File: config.mk
export PLATFORM = sky130hd
export DESIGN_NAME = mdi_monitor_top
export DESIGN_NICKNAME = d
export VERILOG_FILES = /design/src/rtl/mdi_monitor_pkg.sv /design/src/rtl/mdi_monitor_datapath.sv /design/src/rtl/mdi_monitor_control.sv /design/src/rtl/mdi_monitor_top.sv
export SDC_FILE = /design/constraint.sdc
export NUM_CORES = 1
export LEC_CHECK = 0
export BUFFER_PORTS_ARGS = -buffer_cell sky130_fd_sc_hd__buf_2
export CAP_MARGIN = 30
export CORE_MARGIN = 2
export CORE_UTILIZATION = 30
export CTS_CLUSTER_SIZE = 30
export DETAILED_ROUTE_END_ITERATION = 7
export HOLD_SLACK_MARGIN = 0.08
export REMOVE_ABC_BUFFERS = 1
export SLEW_MARGIN = 15
export SYNTH_ARGS = -nofsm -noshare
export SYNTH_HDL_FRONTEND = slang
export SYNTH_SLANG_ARGS = --single-unit
File: constraint.sdc
create_clock -name clk -period 1.8 [get_ports clk]
set_input_delay 0.18 -clock clk [delete_from_list [all_inputs] [get_ports clk]]
set_output_delay 0.18 -clock clk [all_outputs]
set_load 0.03 [all_outputs]
File: src/rtl/mdi_monitor_pkg.sv
package mdi_monitor_pkg;

  localparam logic [3:0] ADDR_VEN_LO = 4'h0;
  localparam logic [3:0] ADDR_VEN_HI = 4'h1;
  localparam logic [3:0] ADDR_DEV_LO = 4'h2;
  localparam logic [3:0] ADDR_DEV_HI = 4'h3;
  localparam logic [3:0] ADDR_REV    = 4'h4;
  localparam logic [3:0] ADDR_FLO    = 4'h5;
  localparam logic [3:0] ADDR_FHI    = 4'h6;
  localparam logic [3:0] ADDR_CFG    = 4'h8;
  localparam logic [3:0] ADDR_STAT   = 4'h9;

  localparam logic [2:0] PIN_HIGH  = 3'b000;
  localparam logic [2:0] PIN_EVENT = 3'b001;
  localparam logic [2:0] PIN_RSENS = 3'b010;
  localparam logic [2:0] PIN_HPLUG = 3'b011;

  // Strobes and settings from control to datapath
  typedef struct packed {
    logic       clrEvent;
    logic       srcSel;   // 0: receiver sense, 1: hot-plug
    logic [2:0] pinSel;
  } mdiCtrl_t;

  // Status returned from datapath to control
  typedef struct packed {
    logic eventBit;   // active low: 0 means change pending
    logic hotPlug;
    logic rxSense;
  } mdiStat_t;

endpackage

File: src/rtl/mdi_monitor_datapath.sv
module mdi_monitor_datapath
  import mdi_monitor_pkg::*;
#(
  parameter int SYNC_STAGES = 2
) (
  input  logic     clk,
  input  logic     rstN,
  input  logic     hotPlugIn,
  input  logic     rxSenseIn,
  input  mdiCtrl_t ctrl,
  output mdiStat_t stat,
  output logic     evtChange,
  output logic     attachPin
);

  localparam int NUM_SRC = 2;  // bit 0: hot-plug, bit 1: receiver sense

  logic [NUM_SRC-1:0] rawIn;
  logic [NUM_SRC-1:0] syncQ [SYNC_STAGES];
  logic [NUM_SRC-1:0] liveLvl;
  logic [NUM_SRC-1:0] prevLvl;
  logic [NUM_SRC-1:0] edgeSeen;
  logic               pendingQ;
  logic               eventBit;

  assign rawIn = {rxSenseIn, hotPlugIn};

  genvar g;
  generate
    for (g = 0; g < SYNC_STAGES; g++) begin : gSync
      if (g == 0) begin : gFirst
        always_ff @(posedge clk or negedge rstN) begin
          if (!rstN) syncQ[g] <= '0;
          else       syncQ[g] <= rawIn;
        end
      end else begin : gNext
        always_ff @(posedge clk or negedge rstN) begin
          if (!rstN) syncQ[g] <= '0;
          else       syncQ[g] <= syncQ[g-1];
        end
      end
    end
  endgenerate

  assign liveLvl = syncQ[SYNC_STAGES-1];

  // Both sources keep their own baseline, so a source switch sees no step
  always_ff @(posedge clk or negedge rstN) begin
    if (!rstN) prevLvl <= '0;
    else       prevLvl <= liveLvl;
  end

  assign edgeSeen  = liveLvl ^ prevLvl;
  assign evtChange = ctrl.srcSel ? edgeSeen[0] : edgeSeen[1];

  // A new change outranks a clearing write in the same cycle
  always_ff @(posedge clk or negedge rstN) begin
    if (!rstN) pendingQ <= 1'b0;
    else       pendingQ <= (pendingQ & ~ctrl.clrEvent) | evtChange;
  end

  assign eventBit = ~pendingQ;

  always_comb begin
    unique case (ctrl.pinSel)
      PIN_HIGH:  attachPin = 1'b1;
      PIN_EVENT: attachPin = eventBit;
      PIN_RSENS: attachPin = liveLvl[1];
      PIN_HPLUG: attachPin = liveLvl[0];
      default:   attachPin = 1'b1;
    endcase
  end

  assign stat.eventBit = eventBit;
  assign stat.hotPlug  = liveLvl[0];
  assign stat.rxSense  = liveLvl[1];

endmodule

File: src/rtl/mdi_monitor_control.sv
module mdi_monitor_control
  import mdi_monitor_pkg::*;
#(
  parameter int          ADDR_W  = 4,
  parameter int          DATA_W  = 8,
  parameter logic [15:0] VEN_ID  = 16'h0001,
  parameter logic [15:0] DEV_ID  = 16'h0006,
  parameter logic [7:0]  REV_ID  = 8'h00,
  parameter logic [7:0]  FREQ_LO = 8'h19,
  parameter logic [7:0]  FREQ_HI = 8'h64
) (
  input  logic              clk,
  input  logic              rstN,
  input  logic [ADDR_W-1:0] regAddr,
  input  logic [DATA_W-1:0] wrData,
  input  logic              wrEn,
  input  mdiStat_t          stat,
  output mdiCtrl_t          ctrl,
  output logic [DATA_W-1:0] rdData
);

  localparam int CFG_W = 4;

  logic             srcSelQ;
  logic [2:0]       pinSelQ;
  logic             cfgHit;
  logic             statHit;
  logic [DATA_W-1:0] cfgWord;
  logic [DATA_W-1:0] statWord;
  logic             unusedWrBits;

  assign cfgHit  = (regAddr == ADDR_W'(ADDR_CFG));
  assign statHit = (regAddr == ADDR_W'(ADDR_STAT));
  assign unusedWrBits = ^wrData[DATA_W-1:CFG_W];

  always_ff @(posedge clk or negedge rstN) begin
    if (!rstN) begin
      srcSelQ <= 1'b0;
      pinSelQ <= PIN_HIGH;
    end else if (wrEn && cfgHit) begin
      srcSelQ <= wrData[0];
      pinSelQ <= wrData[3:1];
    end
  end

  assign ctrl.clrEvent = wrEn && statHit && wrData[0];
  assign ctrl.srcSel   = srcSelQ;
  assign ctrl.pinSel   = pinSelQ;

  assign cfgWord  = DATA_W'({pinSelQ, srcSelQ});
  assign statWord = DATA_W'({stat.rxSense, stat.hotPlug, stat.eventBit});

  always_comb begin
    rdData = '0;
    if      (regAddr == ADDR_W'(ADDR_VEN_LO)) rdData = DATA_W'(VEN_ID[7:0]);
    else if (regAddr == ADDR_W'(ADDR_VEN_HI)) rdData = DATA_W'(VEN_ID[15:8]);
    else if (regAddr == ADDR_W'(ADDR_DEV_LO)) rdData = DATA_W'(DEV_ID[7:0]);
    else if (regAddr == ADDR_W'(ADDR_DEV_HI)) rdData = DATA_W'(DEV_ID[15:8]);
    else if (regAddr == ADDR_W'(ADDR_REV))    rdData = DATA_W'(REV_ID);
    else if (regAddr == ADDR_W'(ADDR_FLO))    rdData = DATA_W'(FREQ_LO);
    else if (regAddr == ADDR_W'(ADDR_FHI))    rdData = DATA_W'(FREQ_HI);
    else if (cfgHit)                          rdData = cfgWord;
    else if (statHit)                         rdData = statWord;
  end

endmodule

File: src/rtl/mdi_monitor_top.sv
module mdi_monitor_top
  import mdi_monitor_pkg::*;
#(
  parameter int ADDR_W      = 4,
  parameter int DATA_W      = 8,
  parameter int SYNC_STAGES = 2
) (
  input  logic              clk,
  input  logic              rstN,
  input  logic [ADDR_W-1:0] regAddr,
  input  logic [DATA_W-1:0] wrData,
  input  logic              wrEn,
  output logic [DATA_W-1:0] rdData,
  input  logic              hotPlugIn,
  input  logic              rxSenseIn,
  output logic              attachPin
);

  mdiCtrl_t ctrlBus;
  mdiStat_t statBus;
  logic     evtChange;

  mdi_monitor_control #(
    .ADDR_W(ADDR_W),
    .DATA_W(DATA_W)
  ) uControl (
    .clk    (clk),
    .rstN   (rstN),
    .regAddr(regAddr),
    .wrData (wrData),
    .wrEn   (wrEn),
    .stat   (statBus),
    .ctrl   (ctrlBus),
    .rdData (rdData)
  );

  mdi_monitor_datapath #(
    .SYNC_STAGES(SYNC_STAGES)
  ) uDatapath (
    .clk      (clk),
    .rstN     (rstN),
    .hotPlugIn(hotPlugIn),
    .rxSenseIn(rxSenseIn),
    .ctrl     (ctrlBus),
    .stat     (statBus),
    .evtChange(evtChange),
    .attachPin(attachPin)
  );

endmodule

==> flow_metrics.tcl <==
set metrics [dict create \
    tns_ps 0 \
    overflow 0 \
    grtUsageTotal 0.1075 \
    syn_inst 51 \
    cts_inserted_buffers 3 \
    worst_ep_arrival_time_ps 1270 \
    port_buffers 20 \
    die-area_sq_um 2412 \
    dpl.cell_count 93 \
    crit_path_start_kind "flip-flop" \
    final_cell_mix "20 x buf_2, 11 x dfrtp_1, 4 x mux2_4" \
    wl_per_cell_microns 10.78 \
    grt_antenna_before_repair 0 \
    min_path_cells 2 \
    reg2reg_setup_slack_ps 960 \
    fin_crit_sh 0.8082 \
    required_ps 1620 \
    leakagePower_nw 0.3743 \
    avgSynthCellArea_sq_um 11.97 \
    syn_area_sq_um 610.6 \
    routabilityCongestion 0.6096 \
    ios 26 \
    fin_area_sq_um 762.0 \
    rsz0062_at_grt "false" \
    cp-startpoint "uDatapath.liveLvl[1]$_DFF_PN0_" \
    place_area_sq_um 705.7 \
    drive_above_1_share 0.3973 \
    ys_ff_latch 11 \
    critPathKind "flip-flop to primary output" \
    hold_violations 0 \
    grt_max_degree 12 \
    insertion_delay_ps 270 \
    layout.nets 91 \
    rr_startpoint "uDatapath.liveLvl[0]$_DFF_PN0_" \
    instances_no_fill 100 \
    cts_setup_buffers 0 \
    fin_skew_ps 2.718 \
    finalMaxSlewViolations 0 \
    grt_pass1_vias 442 \
    insertedDiodeCount 0 \
    drt_first_pass_iters 4 \
    worst-path-max-fanout 4 \
    cap_viol_max_count 0 \
    power_per_cell_area_nw_per_um2 821.4 \
    area_growth_pct 24.80 \
    status "complete, no violations" \
    cts_root_buf "clkbuf_4" \
    cts_sinks 11 \
    reg2reg_to "uDatapath.pendingQ$_DFF_PN0_" \
    die_x_microns 49.12 \
    layout_setup_ws_ps 345.3 \
    cts_max_level 1 \
    final_common_cell "buf_2" \
    dp_hpwl_microns 808.6 \
    post_cts_resized 0 \
    worstHoldStart "wrData[1]" \
    seq_area_frac_synth 0.4508 \
    grt_pass1_wl_microns 1945 \
    finish.utilization 0.3924 \
    drt-total-wl_microns 1078 \
    yosysWarnings 0 \
    hold_path_class "input port to flip-flop" \
    die_h_microns 49.12 \
    vias_per_cell 4.530 \
    fmax_mhz 687.4 \
    peakVddDrop_mv 0.3952 \
    cts_buffer_depth 2 \
    drtAntennaViolNets 0 \
    fin_crit_ps 1455 \
    start_util 0.3144 \
    cts.clk_slew.worst_paths_ps 70 \
    drc_errors 0 \
    row_count 16 \
    setup.worst_path.end_class "primary output" \
    cts_hold_buf 3 \
    whs_endpoint "uControl.pinSelQ[0]$_DFFE_PN0P_" \
    synth_cell_type_count 28 \
    ff2ff_path_depth 3 \
    num_vias 453 \
    coreArea_sq_um 1942 \
    place_ws_ps 487.1 \
    finalSetupViolations 0 \
    drt_iter0_markers 3 \
    cts_tree "yes" \
]
[power by group]
part | internal (W) | switching (W) | total (W)
Combinational | 0.0000800 | 0.0000747 | 0.000155
Clock | 0.0000857 | 0.0000813 | 0.000167
Sequential | 0.000275 | 0.0000286 | 0.000304
[metrics by stage]
step	total power, W	hold WS (ps)
finish	0.0006259	138.1
global route	0.0006640	123.1
CTS	0.0006375	125.3
detailed placement	0.0004593	61.70
global placement	0.0004557	59.69
floorplan	0.0004076	-115.6
[logic make-up (layout without fill, tap and decap cells)]
kind of cell	count (synthesis)	after routing	share of synthesized area
flip-flops	11	11	0.4508
AND/OR/NAND/NOR	15	15	0.1906
XOR/XNOR	3	3	0.04304
multiplexers	7	7	0.1475
buffers and inverters	6	28	0.06965
other	1	1	0.006142
AO/OA/AOI/OAI	8	8	0.09222
[synth_stat cells]
cell | count | area [sq um]
a21o_1 | 1 | 7.510
a21oi_1 | 1 | 5.000
a2bb2oi_1 | 1 | 8.760
and2b_1 | 1 | 7.510
buf_2 | 1 | 5.000
buf_4 | 3 | 22.52
buf_6 | 1 | 11.26
conb_1 | 1 | 3.750
dfrtp_1 | 11 | 275.3
inv_1 | 1 | 3.750
mux2_4 | 4 | 60.06
mux2i_1 | 3 | 30.03
nand2_1 | 3 | 11.26
nand2b_1 | 2 | 12.51
nand3b_1 | 3 | 22.52
nand3b_4 | 1 | 20.02
nand4b_1 | 1 | 8.760
nor3b_1 | 1 | 7.510
nor4b_1 | 1 | 8.760
o211ai_1 | 1 | 7.510
o21ai_0 | 1 | 5.000
o22ai_1 | 1 | 6.260
o31ai_1 | 1 | 7.510
o32ai_1 | 1 | 8.760
or3_1 | 1 | 6.260
or3_4 | 1 | 11.26
xnor2_1 | 1 | 8.760
xor2_1 | 2 | 17.52
[flip-flops by register name (all words and copies together), names as in the netlist]
signal,count
uControl.pinSelQ,3
uControl.srcSelQ,1
uDatapath.liveLvl,2
uDatapath.pendingQ,1
uDatapath.prevLvl,2
uDatapath.syncQ,2
[how the worst max path moves through the flow]
stage                                            endpoint  slack, ps  cells past startpoint
after floorplan                                 rdData[5]       -100                      2
after global placement    uControl.pinSelQ[1]$_DFFE_PN0P_        490                      4
after detailed placement     uControl.srcSelQ$_DFFE_PN0P_        490                      4
after CTS                                       rdData[2]        320                      3
after global routing                            rdData[2]        240                      3
final                                           rdData[2]        350                      3
[routing by layer]
layer | global-route usage | vias to the layer above | share of wire
li1 | - | 222 | -
met1 | 0.1326 | 209 | 0.49
met2 | 0.1532 | 22 | 0.43
met3 | 0.05215 | 0 | 0.083
met4 | 0.05714 | 0 | 0
met5 | 0 | - | 0
[area by class of cell]
class / instances / area [sq um]
fillers: 207 / 1180
clock buffers: 4 / 26.28
repair buffers: 23 / 130.1
multi-input cells: 34 / 292.8
flip-flops and latches: 11 / 275.3
well taps: 27 / 33.78
inverters: 1 / 3.754
[critical path, stage by stage, from the launching register on]
cell and delay [ps]:
dfrtp_1 400, mux2i_1 110, o32ai_1 260, buf_2 240
No activity file was read; power rests on OpenSTA's default activity.
